$ cat src/rtl/phy_sleep_pkg.sv
// Package: state encoding and timeout unit table shared by the sleep controller.
package phy_sleep_pkg;

    typedef enum logic [1:0] {
        ST_AWAKE = 2'd0,
        ST_SLEEP = 2'd1,
        ST_LCHK  = 2'd2
    } slp_state_e;

    localparam int unsigned TMO_UNITS_MAX = 304;

    // Timeout length in centisecond units for each select code.
    function automatic int unsigned tmo_units(input logic [1:0] sel);
        case (sel)
            2'd0:    return 100;
            2'd1:    return 200;
            2'd2:    return 250;
            default: return TMO_UNITS_MAX;
        endcase
    endfunction

endpackage

$ cat src/rtl/slp_en_resolve.sv
// Module: works out the effective sleep enable.
// Assumes all inputs are already synchronous to the block clock.
module slp_en_resolve (
    input  logic sleep_pin_i,
    input  logic ovr_en_i,
    input  logic ovr_val_i,
    input  logic fiber_i,
    output logic en_o
);
    // Choose pin or override, then block the result in fiber mode.
    always_comb begin
        en_o = (ovr_en_i ? ovr_val_i : sleep_pin_i) && !fiber_i;
    end
endmodule

$ cat src/rtl/slp_limit_sel.sv
// Module: turns the 2-bit timeout select into a tick limit.
// Assumes TICKS_PER_CS * 304 fits in CW bits.
module slp_limit_sel #(
    parameter int unsigned TICKS_PER_CS = 10,
    parameter int unsigned CW           = 12
) (
    input  logic [1:0]    sel_i,
    output logic [CW-1:0] lim_o
);
    import phy_sleep_pkg::*;

    logic [CW-1:0] tbl [4];

    for (genvar k = 0; k < 4; k++) begin : g_tbl
        assign tbl[k] = CW'(tmo_units(2'(k)) * TICKS_PER_CS);
    end

    // Look up the limit for the current select.
    always_comb begin
        lim_o = tbl[sel_i];
    end
endmodule

$ cat src/rtl/slp_fsm.sv
// Module: awake / sleep / link-check state machine with a shared tick counter.
// Assumes lim_i is at least 1 and never larger than 2**CW - 1.
module slp_fsm #(
    parameter int unsigned CW = 12
) (
    input  logic                      clk,
    input  logic                      rst_n,
    input  logic                      en_i,
    input  logic                      energy_i,
    input  logic                      link_up_i,
    input  logic                      tick_i,
    input  logic [CW-1:0]             lim_i,
    output phy_sleep_pkg::slp_state_e state_o
);
    import phy_sleep_pkg::*;

    slp_state_e st_q, st_d;
    logic [CW-1:0] cnt_q, cnt_d;
    logic [CW-1:0] cnt_inc;
    logic          hit;

    // Next count value and expiry flag for the current tick.
    always_comb begin
        cnt_inc = cnt_q + 1'b1;
        hit     = tick_i && (cnt_inc >= lim_i);
    end

    // Next-state and counter logic.
    always_comb begin
        st_d  = st_q;
        cnt_d = cnt_q;
        case (st_q)
            ST_AWAKE: begin
                if (!en_i || energy_i || link_up_i) begin
                    cnt_d = '0;
                end else if (hit) begin
                    st_d  = ST_SLEEP;
                    cnt_d = '0;
                end else if (tick_i) begin
                    cnt_d = cnt_inc;
                end
            end
            ST_SLEEP: begin
                cnt_d = '0;
                if (!en_i) begin
                    st_d = ST_AWAKE;
                end else if (energy_i) begin
                    st_d = ST_LCHK;
                end
            end
            ST_LCHK: begin
                if (!en_i || link_up_i) begin
                    st_d  = ST_AWAKE;
                    cnt_d = '0;
                end else if (hit) begin
                    st_d  = ST_SLEEP;
                    cnt_d = '0;
                end else if (tick_i) begin
                    cnt_d = cnt_inc;
                end
            end
            default: begin
                st_d  = ST_AWAKE;
                cnt_d = '0;
            end
        endcase
    end

    // State and counter registers.
    always_ff @(posedge clk) begin
        if (!rst_n) begin
            st_q  <= ST_AWAKE;
            cnt_q <= '0;
        end else begin
            st_q  <= st_d;
            cnt_q <= cnt_d;
        end
    end

    assign state_o = st_q;
endmodule

$ cat src/rtl/phy_sleep_ctrl.sv
// Module: top of the PHY energy-detect sleep controller.
// Assumes tick_i is a one-cycle pulse from a free-running timebase, and
// energy_i / link_up_i come from synchronised analog and link logic.
module phy_sleep_ctrl #(
    parameter int unsigned TICKS_PER_CS = 10
) (
    input  logic       clk,
    input  logic       rst_n,
    input  logic       sleep_pin_i,
    input  logic       ovr_en_i,
    input  logic       ovr_val_i,
    input  logic [1:0] tmo_sel_i,
    input  logic       sw_pd_i,
    input  logic       fiber_i,
    input  logic       energy_i,
    input  logic       link_up_i,
    input  logic       tick_i,
    output logic       port_pd_o,
    output logic       asleep_o,
    output logic       link_chk_o,
    output logic       mgmt_ok_o
);
    import phy_sleep_pkg::*;

    localparam int unsigned MAX_LIM = TMO_UNITS_MAX * TICKS_PER_CS;
    localparam int unsigned CW      = $clog2(MAX_LIM + 1);

    logic          en;
    logic [CW-1:0] lim;
    slp_state_e    state;

    slp_en_resolve u_en (
        .sleep_pin_i (sleep_pin_i),
        .ovr_en_i    (ovr_en_i),
        .ovr_val_i   (ovr_val_i),
        .fiber_i     (fiber_i),
        .en_o        (en)
    );

    slp_limit_sel #(.TICKS_PER_CS(TICKS_PER_CS), .CW(CW)) u_lim (
        .sel_i (tmo_sel_i),
        .lim_o (lim)
    );

    slp_fsm #(.CW(CW)) u_fsm (
        .clk       (clk),
        .rst_n     (rst_n),
        .en_i      (en),
        .energy_i  (energy_i),
        .link_up_i (link_up_i),
        .tick_i    (tick_i),
        .lim_i     (lim),
        .state_o   (state)
    );

    // Management access opens once reset has been released.
    always_ff @(posedge clk) begin
        if (!rst_n) mgmt_ok_o <= 1'b0;
        else        mgmt_ok_o <= 1'b1;
    end

    // Decode the state into the output flags.
    always_comb begin
        asleep_o   = (state == ST_SLEEP);
        link_chk_o = (state == ST_LCHK);
        port_pd_o  = sw_pd_i || asleep_o;
    end
endmodule

$ cat config.mk
export PLATFORM = sky130hd
export DESIGN_NAME = phy_sleep_ctrl
export DESIGN_NICKNAME = d
export VERILOG_FILES = /design/src/rtl/phy_sleep_pkg.sv /design/src/rtl/slp_en_resolve.sv /design/src/rtl/slp_limit_sel.sv /design/src/rtl/slp_fsm.sv /design/src/rtl/phy_sleep_ctrl.sv
export SDC_FILE = /design/constraint.sdc
export NUM_CORES = 1
export LEC_CHECK = 0
export CAP_MARGIN = 20
export CORE_MARGIN = 2
export CORE_UTILIZATION = 56
export DETAILED_ROUTE_END_ITERATION = 8
export PLACE_DENSITY_LB_ADDON = 0.05
export SLEW_MARGIN = 20
export SYNTH_ARGS = -nofsm -noshare
export SYNTH_HDL_FRONTEND = slang
export SYNTH_SLANG_ARGS = --single-unit
$ cat constraint.sdc
create_clock -name clk -period 4.9 [get_ports clk]
set_input_delay 0.98 -clock clk [delete_from_list [all_inputs] [get_ports clk]]
set_output_delay 0.98 -clock clk [all_outputs]
set_load 0.02 [all_outputs]
After elaboration in Yosys (flattened, before gate mapping)
Index checks and enable logic that the tools add are counted.
{"block": "word_totals", "reg_bits": 15, "inputBits": 12, "out_inout_bits": 4, "elab_cells": 37}
{"block": "op_classes", "add_sub_neg": 1, "n_lt_le_gt_ge": 2, "n_eq_ne": 4, "mux": 16, "bitwise": 1, "n_reduce_logical": 10}
{"operator": "$mux 12", "n": 6}
{"operator": "$bmux 12 s2", "n": 1}
{"operator": "$pmux 12 s2", "n": 1}
{"operator": "$add 12x1->12 const B", "n": 1}
{"operator": "$ge 12x12->1", "n": 1}
{"operator": "$mux 2", "n": 5}
{"operator": "$pmux 2 s3", "n": 1}
{"operator": "$logic_or 1x1->1", "n": 4}
{"operator": "$ge 3x3->1 const B", "n": 1}
{"operator": "$ne 3x3->1 const B", "n": 1}
{"operator": "$not 2->3", "n": 1}
{"operator": "$eq 2x1->1 const B", "n": 1}
{"operator": "$eq 2x2->1 const B", "n": 1}
{"operator": "$logic_and 1x1->1", "n": 2}
{"operator": "$logic_not 1->1", "n": 2}
{"operator": "$logic_not 2->1", "n": 1}
{"operator": "$mux 1", "n": 2}
{"operator": "$ne 2x2->1 const B", "n": 1}
{"operator": "$reduce_and 2->1", "n": 1}

Depth between registers and ports, before layout
Gate-level depths: netlist of run 1.
{"block": "logic_depth", "ltp_word": 9, "mapped_depth": 11, "ltp_nobuf": 10}

Cells and area by module
Synthesis of run 1 repeated with hierarchy kept, for this count alone.
{"block": "unflattened", "hier_cells": 165, "hier_area_um2": 1282.5}
{"module": "slp_fsm", "instances": 1, "cells_per_inst": 142, "area_each_um2": 1094.8, "seq_area_each_um2": 280.3}
{"module": "slp_limit_sel", "instances": 1, "cells_per_inst": 17, "area_each_um2": 125.1, "seq_area_each_um2": 0.0}
{"module": "phy_sleep_ctrl", "instances": 1, "cells_per_inst": 4, "area_each_um2": 48.8, "seq_area_each_um2": 20.0}
{"module": "slp_en_resolve", "instances": 1, "cells_per_inst": 2, "area_each_um2": 13.8, "seq_area_each_um2": 0.0}

Worst setup path after synthesis of run 1
Ideal clock, no wire load.
{"block": "synth_path", "kind": "input-to-reg", "from": "in tmo_sel_i[0]", "to": "reg u_fsm.cnt_q[0]", "setup_time_ps": 121, "arrival_ps": 2563, "required_time_ps": 4779, "path_slack_ps": 2216, "path_stages": 9, "path_buffers": 0, "path_cell_list": "inv_1 > ha_1 > ha_1 > nand3_1 > a21oi_1 > o21ai_0 > o311ai_4 > nor2_2 > mux2_2"}
{"block": "synth_between", "elab_chain_len": 9, "word_cells_on_any_way": 10, "classes_between": "order compare: 1; mux: 7; bitwise: 1; reduce/logical: 1"}
{"item": "start: declaration", "line_no": "phy_sleep_ctrl.sv:12", "rtl": "input logic [1:0] tmo_sel_i,"}
{"item": "$not 2->3 (not written as such) (*)", "line_no": "slp_limit_sel.sv:20", "rtl": "lim_o = tbl[sel_i];"}
{"item": "$bmux 12 s2 (*)", "line_no": "slp_limit_sel.sv:20"}
{"item": "$mux 12 (not written as such) (*) (2 in a row)", "line_no": "slp_limit_sel.sv:20"}
{"item": "$ge 12x12->1 (*)", "line_no": "slp_fsm.sv:25", "rtl": "hit = tick_i && (cnt_inc >= lim_i);"}
{"item": "$logic_and 1x1->1 (*)", "line_no": "slp_fsm.sv:25"}
{"item": "$mux 12 (*)", "line_no": "slp_fsm.sv:36", "rtl": "end else if (hit) begin"}
{"item": "$mux 12, on equally long branches", "line_no": "slp_fsm.sv:52, slp_fsm.sv:34"}
{"item": "$pmux 12 s2 (*)", "line_no": "slp_fsm.sv:32", "rtl": "case (st_q)"}
{"item": "end signal: assignment", "line_no": "slp_fsm.sv:76", "rtl": "cnt_q <= cnt_d;"}
{"item": "end: declaration", "line_no": "slp_fsm.sv:18", "rtl": "logic [CW-1:0] cnt_q, cnt_d;"}
Every way passes the cells marked *; elsewhere a longest branch is shown, timed or not. The select of a mux whose other input is x is not followed.
A chain may end at the register's enable or synchronous reset.

Final worst setup path of run 1
{"block": "layout_path", "from": "in tmo_sel_i[0]", "to": "reg u_fsm.cnt_q[4]"}
Same word-level chain as after synthesis.

==> results of run 1 <==
area by class of cell:
| class | count | share of cell area (%) |
|---|---|---|
| timing repair buffer | 15 | 12.11 |
| clock buffer | 3 | 1.816 |
| inverter | 7 | 2.119 |
| clock inverter | 1 | 0.4036 |
| sequential | 15 | 24.22 |
| multi-input combinational | 96 | 56.81 |
| tap | 25 | 2.523 |
cell usage after synthesis, drive strengths merged (4+ instances only):
library cell	n
o21ai	7
nand2	10
a21o	4
a22o	6
xnor2	7
a21oi	4
nor2	10
dfxtp	15
ha	12
nand3	9
inv	7
xor2	6
how the worst max path moves through the flow:
| stage | from | endpoint | slack (ps) | cells past startpoint |
|---|---|---|---|---|
| after floorplan | tmo_sel_i[0] | u_fsm.cnt_q[0] | 2220 | 9 |
| after global placement | tmo_sel_i[0] | u_fsm.cnt_q[4] | 1380 | 10 |
| after detailed placement | tmo_sel_i[0] | u_fsm.cnt_q[4] | 1350 | 10 |
| after CTS | tmo_sel_i[0] | u_fsm.cnt_q[4] | 1640 | 10 |
| after global routing | tmo_sel_i[0] | u_fsm.cnt_q[4] | 1470 | 10 |
| final | tmo_sel_i[0] | u_fsm.cnt_q[4] | 1680 | 10 |
worst max-delay path, stage by stage:
cell and delay [ps]:
sky130_fd_sc_hd__clkdlybuf4s50_1 480, sky130_fd_sc_hd__inv_1 70, sky130_fd_sc_hd__ha_1 290, sky130_fd_sc_hd__ha_1 310, sky130_fd_sc_hd__nand3_1 80, sky130_fd_sc_hd__a21oi_1 130, sky130_fd_sc_hd__o21ai_0 210, sky130_fd_sc_hd__o31ai_1 530
sky130_fd_sc_hd__a21o_1 260, sky130_fd_sc_hd__nor2_1 70
routing by layer:
layer	routed length (um)	global-route usage [%]
met5	0	0
met4	29	11.11
met3	96	3.462
met2	1122	41.08
met1	1021	26.79
registers in the layout, indices dropped and copies added (netlist names):
| register | flops |
|---|---|
| mgmt_ok_o | 1 |
| u_fsm.cnt_q | 12 |
| u_fsm.state_o | 2 |
report_power, final:
group / switching, W / internal (W) / leakage [nW]
combinational: 0.0000110 / 0.0000138 / 0.366
sequential: 0.000000279 / 0.000122 / 0.121
clock: 0.0000434 / 0.0000304 / 0.0177
metrics by stage:
stage | cells | total power, W
finish | 162 | 0.0002212
CTS | 162 | 0.0002230
global placement | 158 | 0.0001494
detailed placement | 158 | 0.0001502
floorplan | 121 | 0.0001368
global route | 162 | 0.0002300
layout by cell type, fill, tap and decap left out, types with 4 or more instances in the layout:
cell,synthesis,final
sky130_fd_sc_hd__a21o_1,4,4
sky130_fd_sc_hd__a21oi_1,4,4
sky130_fd_sc_hd__a22o_1,6,6
sky130_fd_sc_hd__clkdlybuf4s50_1,0,15
sky130_fd_sc_hd__dfxtp_1,15,15
sky130_fd_sc_hd__ha_1,12,12
sky130_fd_sc_hd__inv_1,7,7
sky130_fd_sc_hd__nand2_1,10,10
sky130_fd_sc_hd__nand3_1,8,8
sky130_fd_sc_hd__nor2_1,8,8
sky130_fd_sc_hd__o21ai_0,6,6
sky130_fd_sc_hd__xnor2_1,7,7
sky130_fd_sc_hd__xor2_1,6,6
cells by family after synthesis:
| kind of cell | after synthesis |
|---|---|
| AO/OA/AOI/OAI | 24 |
| AND/OR/NAND/NOR | 45 |
| adder cells (fa/ha/maj) | 12 |
| buffers and inverters | 10 |
| flip-flops | 15 |
| XOR/XNOR | 13 |
| multiplexers | 2 |
==> results.rst, run 1 <==
.. list-table::
   :header-rows: 1

   * - Metric
     - Value
   * - Outcome
     - finished, final reports clean
   * - Maximum capacitance violations
     - 0
   * - Lkg Pwr
     - 0.5047 nW
   * - Post-CTS sizing
     - 0
   * - Max-slew violation count
     - 0
   * - Post-CTS Setup Inserts
     - 0
   * - Cts-stage hold buffer count
     - 0
   * - Startpoint types
     - input port
   * - Number of standard cells after synthesis
     - 121
   * - Mapped Avg Cell Area
     - 8.655 um2
   * - Number of design rule violations left after detail routing
     - 0
   * - Parity-gate share of the synthesized area counting xor and xnor cells
     - 10.87%
   * - Via count of the first global-routing pass
     - 894
   * - Port Buffer Count
     - 15
   * - Weighted congestion at the end of routability-driven global placement
     - 0.8454
   * - Clock net sink count
     - 15
   * - Simple-gate portion of the synthesized area
     - 22.94%
   * - Width of the chip
     - 47.25 um
   * - TritonCTS clock tree
     - done
   * - Post-DP Area
     - 1212 um2
   * - Reg area
     - 300.3 um2
   * - Detail Placement HPWL
     - 1827 um
   * - Setup repair after global routing missed its margin
     - false
   * - Post-synth top flop
     - sky130_fd_sc_hd__dfxtp_1
   * - Power per cell area
     - 178.4 nW/um2
   * - Final number of setup-violating endpoints
     - 0
   * - Congestion Overflow GR
     - 0
   * - Classification of the worst-slack hold path
     - flip-flop to flip-flop
   * - Yosys top cell area share
     - 28.67%
   * - Footprint of the multi-input gates
     - 704.4 um2
   * - Clock latency on the worst-skew pair
     - 290 ps
   * - Tightest slew margin relative to the limit
     - 62.53%
   * - Worst R2R Start
     - u_fsm.cnt_q[0]
   * - Area of the core region
     - 1745 um2
   * - Final critical-path setup slack
     - 1681 ps
   * - Worst slew pin tran
     - 557.2 ps
   * - Arrival time reported for the critical path endpoint
     - 3410 ps
   * - Total CTS buffers
     - 3
   * - Share of the clock period used by the worst path
     - 65.69%
   * - Capturing element type of the critical path
     - flip-flop
   * - Net Count, Synth
     - 145
   * - Cell taking the most area after synthesis
     - sky130_fd_sc_hd__dfxtp_1
   * - Wire length of the first global-routing pass
     - 3560 um
   * - Hold Slack
     - 511.7 ps
   * - Sequential cell area fraction in the yosys report
     - 28.67%
   * - Detailed-router iteration count before antenna repair
     - 4
   * - Worst-case vdd ir drop
     - 0.0001428 V
   * - Full die area
     - 2232 um2
   * - Reg2reg path depth
     - 10
   * - Share of synthesized cell area in full adder, half adder and majority cells
     - 14.34%
   * - Number of fill cells in the layout
     - 153
   * - Synthesis Warnings
     - 0
   * - Syn-to-layout area delta
     - 18.40%
   * - Final routed wire length divided by cell count
     - 14.01 um
   * - Antenna violations before repair
     - 0
   * - Leading post-synthesis cells by cell area
     - sky130_fd_sc_hd__dfxtp_1 29%, sky130_fd_sc_hd__ha_1 14%, sky130_fd_sc_hd__xnor2_1 5.9%
   * - Flops & latches, synth
     - 15
   * - End of the worst register-to-register path
     - u_fsm.cnt_q[4]
   * - Global-route usage over all layers
     - 23.15%
   * - Number of library cell types mapped by synthesis
     - 33
   * - Cell depth of the worst hold path
     - 2
   * - Number of placement rows
     - 15
   * - Classification of the worst setup path
     - input port to flip-flop
   * - Count of boundary I/O pins
     - 16
   * - Antenna violation net count after detailed routing
     - 0
   * - Hold Crit Endpoint
     - u_fsm.cnt_q[10]
   * - Y dimension of the die
     - 47.25 um
   * - Total inserted antenna cells
     - 0
   * - Synth Area in Compound Gates
     - 17.08%
   * - Via total after detailed routing
     - 891
   * - Fraction of synthesized area in multiplexers
     - 2.031%
   * - Hold Startpoint
     - u_fsm.cnt_q[10]
   * - Required arrival time at the worst endpoint
     - 5090 ps
   * - Clock slew at reported path FFs
     - 90 ps
   * - Clock skew after layout
     - 2.161 ps
   * - Nets
     - 162
   * - Tmin final
     - 3219 ps
   * - EDFF count, synth
     - 0
   * - DR vias/cell
     - 5.500
   * - Biggest fanout along the worst timing path
     - 4
   * - Combinational family with the most area after synthesis
     - simple AND/OR/NAND/NOR gates
   * - Wirelength, routed
     - 2269 um
   * - Final Hold Viols
     - 0
   * - Netlist Area Pre-Place
     - 1047 um2
   * - Buffer cell driving the clock tree root
     - sky130_fd_sc_hd__clkbuf_4
   * - Worst slack, placed
     - 1348 ps
   * - Reg-to-reg setup timing slack
     - 1860 ps
   * - Clk buf depth
     - 2
   * - Accumulated negative setup slack
     - 0 ps
   * - Deepest level of the CTS H-tree
     - 1
   * - Count of routing violations after the opening detailed-route iteration
     - 14
   * - Post-route standard cell area excluding fillers
     - 1240 um2
   * - Final Util
     - 71.04%
   * - Share of synthesized flip-flops with an asynchronous set or reset
     - 0%
   * - Fmax achieved
     - 0.3107 GHz
   * - Initial Utilization
     - 60.00%
   * - Ratio of cells with drive above 1 in the final layout
     - 8.029%
   * - Maximum number of pins on one net before global-route repair
     - 11
Power figures use the tool's default switching activity.
==> run 2, diff against run 1 <==
--- a/config.mk
+++ b/config.mk
@@ -7,7 +7,7 @@
 export LEC_CHECK = 0
 export CAP_MARGIN = 20
 export CORE_MARGIN = 2
-export CORE_UTILIZATION = 56
+export CORE_UTILIZATION = 52
 export DETAILED_ROUTE_END_ITERATION = 8
 export PLACE_DENSITY_LB_ADDON = 0.05
 export SLEW_MARGIN = 20
==> constraint.sdc (replaced) <==
create_clock -name clk -period 3.1 [get_ports clk]
set_input_delay 0.62 -clock clk [delete_from_list [all_inputs] [get_ports clk]]
set_output_delay 0.62 -clock clk [all_outputs]
set_load 0.02 [all_outputs]
==> results.rst, run 2 (synthesized netlist as in run 1, its figures left out) <==
.. list-table::
   :header-rows: 1

   * - Metric
     - Value
   * - Worst-path cell with the longest stage delay
     - sky130_fd_sc_hd__dfxtp_1
   * - Maximum capacitance violations
     - 0
   * - Final cell count without fillers
     - 170
   * - Antenna violations before repair
     - 0
   * - Wirelength, routed
     - 2298 um
   * - Deepest level of the CTS H-tree
     - 1
   * - Fmax achieved
     - 0.3574 GHz
   * - Global routing usage on met3
     - 3.681%
   * - Global-route usage over all layers
     - 21.93%
   * - Critical path buffers and inverters
     - 1
   * - Total CTS buffers
     - 3
   * - Register containing the most flip-flops in the final layout
     - u_fsm.cnt_q
   * - Tightest slew margin relative to the limit
     - 67.77%
   * - Clock skew after layout
     - 4.311 ps
   * - Weighted congestion at the end of routability-driven global placement
     - 0.9177
   * - Accumulated negative setup slack
     - 0 ps
   * - Share of the clock period used by the worst path
     - 90.27%
   * - Final Util
     - 67.19%
   * - Most frequent cells in the layout
     - 15 x sky130_fd_sc_hd__clkdlybuf4s50_1, 15 x sky130_fd_sc_hd__dfxtp_1, 12 x sky130_fd_sc_hd__ha_1
   * - Startpoint types
     - flip-flop
   * - Number of flip-flops under the largest register name
     - 12
   * - Number of design rule violations left after detail routing
     - 0
   * - Tmin final
     - 2798 ps
   * - Count of routing violations after the opening detailed-route iteration
     - 24
   * - Total placed cells including tap cells
     - 166
   * - Nets
     - 168
   * - Initial Utilization
     - 54.49%
   * - Fraction of met2 tracks used by global routing
     - 36.76%
   * - DR vias/cell
     - 5.618
   * - Detail Placement HPWL
     - 1899 um
   * - Required arrival time at the worst endpoint
     - 3270 ps
   * - Lkg Pwr
     - 0.5350 nW
   * - Via total after detailed routing
     - 955
   * - Arrival time reported for the critical path endpoint
     - 2970 ps
   * - Biggest cell delay along the critical path
     - 440 ps
   * - Full die area
     - 2389 um2
   * - Clock latency on the worst-skew pair
     - 280 ps
   * - Final number of setup-violating endpoints
     - 0
   * - Capturing element type of the critical path
     - flip-flop
   * - Final Hold Viols
     - 0
   * - Syn-to-layout area delta
     - 23.30%
   * - Cts-stage hold buffer count
     - 0
   * - Ratio of cells with drive above 1 in the final layout
     - 11.89%
   * - Clk buf depth
     - 2
   * - Classification of the worst setup path
     - flip-flop to flip-flop
   * - Family with the most delay on the worst path
     - simple AND/OR/NAND/NOR gates
   * - Buffer cell driving the clock tree root
     - sky130_fd_sc_hd__clkbuf_4
   * - Reg area
     - 300.3 um2
   * - Setup repair after global routing missed its margin
     - false
   * - Y dimension of the die
     - 48.88 um
   * - Max-slew violation count
     - 0
   * - Port Buffer Count
     - 15
   * - Met1 GRT Util
     - 28.60%
   * - Classification of the worst-slack hold path
     - flip-flop to flip-flop
   * - Worst slew pin tran
     - 478.4 ps
   * - Count of boundary I/O pins
     - 16
   * - Final routed wire length divided by cell count
     - 13.52 um
   * - Power per cell area
     - 267.5 nW/um2
   * - Width of the chip
     - 48.88 um
   * - Number of placement rows
     - 16
   * - Area of the core region
     - 1922 um2
   * - Post-route standard cell area excluding fillers
     - 1291 um2
   * - CP cell instances
     - ha_1, nand2_1, nor3_1, xnor2_1, ha_1, and4_1, o21ai_0, o311ai_4, nor2_2, buf_4, mux2_2
   * - Worst slack, placed
     - -34.50 ps
   * - Clock net sink count
     - 15
   * - Via count of the first global-routing pass
     - 919
   * - Reg-to-reg setup timing slack
     - 300 ps
   * - Critical Path Most Common Cell
     - sky130_fd_sc_hd__ha_1
   * - Post-CTS sizing
     - 0
   * - Post-DP Area
     - 1260 um2
   * - Detailed-router iteration count before antenna repair
     - 4
   * - Worst-case vdd ir drop
     - 0.0002684 V
   * - Footprint of the multi-input gates
     - 709.4 um2
   * - Maximum number of pins on one net before global-route repair
     - 11
   * - Clock slew at reported path FFs
     - 90 ps
   * - Biggest fanout along the worst timing path
     - 5
   * - Outcome
     - finished, final reports clean
   * - Post-CTS Setup Inserts
     - 0
   * - Number of fill cells in the layout
     - 182
   * - Total inserted antenna cells
     - 0
   * - TritonCTS clock tree
     - done
   * - Wire length of the first global-routing pass
     - 4036 um
   * - Antenna violation net count after detailed routing
     - 0
   * - Congestion Overflow GR
     - 0
   * - Final critical-path setup slack
     - 301.6 ps
   * - Highest-utilization routing layer at the global route stage
     - met2
==> run 2: through the flow <==
step / hold WS, ps / power [W]
2_1_floorplan: 454.4 / 0.0002162
3_3_place_gp: 467.7 / 0.0002367
3_5_place_dp: 481.5 / 0.0002380
4_1_cts: 493.9 / 0.0003488
5_1_grt: 522.3 / 0.0003582
6_report: 486.5 / 0.0003454
==> run 2: cell type report <==
cell class | instances | area share, %
multi-input combinational | 96 | 54.94
sequential | 15 | 23.26
timing repair buffer | 21 | 15.12
tap | 27 | 2.616
clock buffer | 4 | 2.035
inverter | 7 | 2.035
==> run 2: worst reg2reg max path, delay by kind of cell, from the launching register on <==
| family | cells | cell delay [ps] |
|---|---|---|
| AND/OR/NAND/NOR | 4 | 730 |
| adder cells (fa/ha/maj) | 2 | 520 |
| AO/OA/AOI/OAI | 2 | 460 |
| flip-flops | 1 | 440 |
| multiplexers | 1 | 260 |
| buffers and inverters | 1 | 140 |
| XOR/XNOR | 1 | 130 |
==> run 2: where the power goes <==
part | leakage (nW) | switching, W | internal, W
clock network | 0.0150 | 0.0000619 | 0.0000499
logic | 0.399 | 0.0000174 | 0.0000224
registers | 0.121 | 0.000000415 | 0.000193
==> run 2: layer usage <==
| metal | share of wire (%) | up-vias | wire length [um] |
|---|---|---|---|
| li1 | - | 474 | - |
| met1 | 45 | 444 | 1032 |
| met2 | 50 | 31 | 1145 |
| met3 | 3.3 | 6 | 76 |
| met4 | 1.9 | 0 | 43 |
| met5 | 0 | - | 0 |
==> run 2: worst paths after layout <==
check                                      from              end  depth (start not counted)
worst max-delay path             u_fsm.cnt_q[0]   u_fsm.cnt_q[0]                         11
worst min-delay path            u_fsm.cnt_q[10]  u_fsm.cnt_q[10]                          2
worst max register to register   u_fsm.cnt_q[0]   u_fsm.cnt_q[0]                         11
worst min register to register  u_fsm.cnt_q[10]  u_fsm.cnt_q[10]                          2
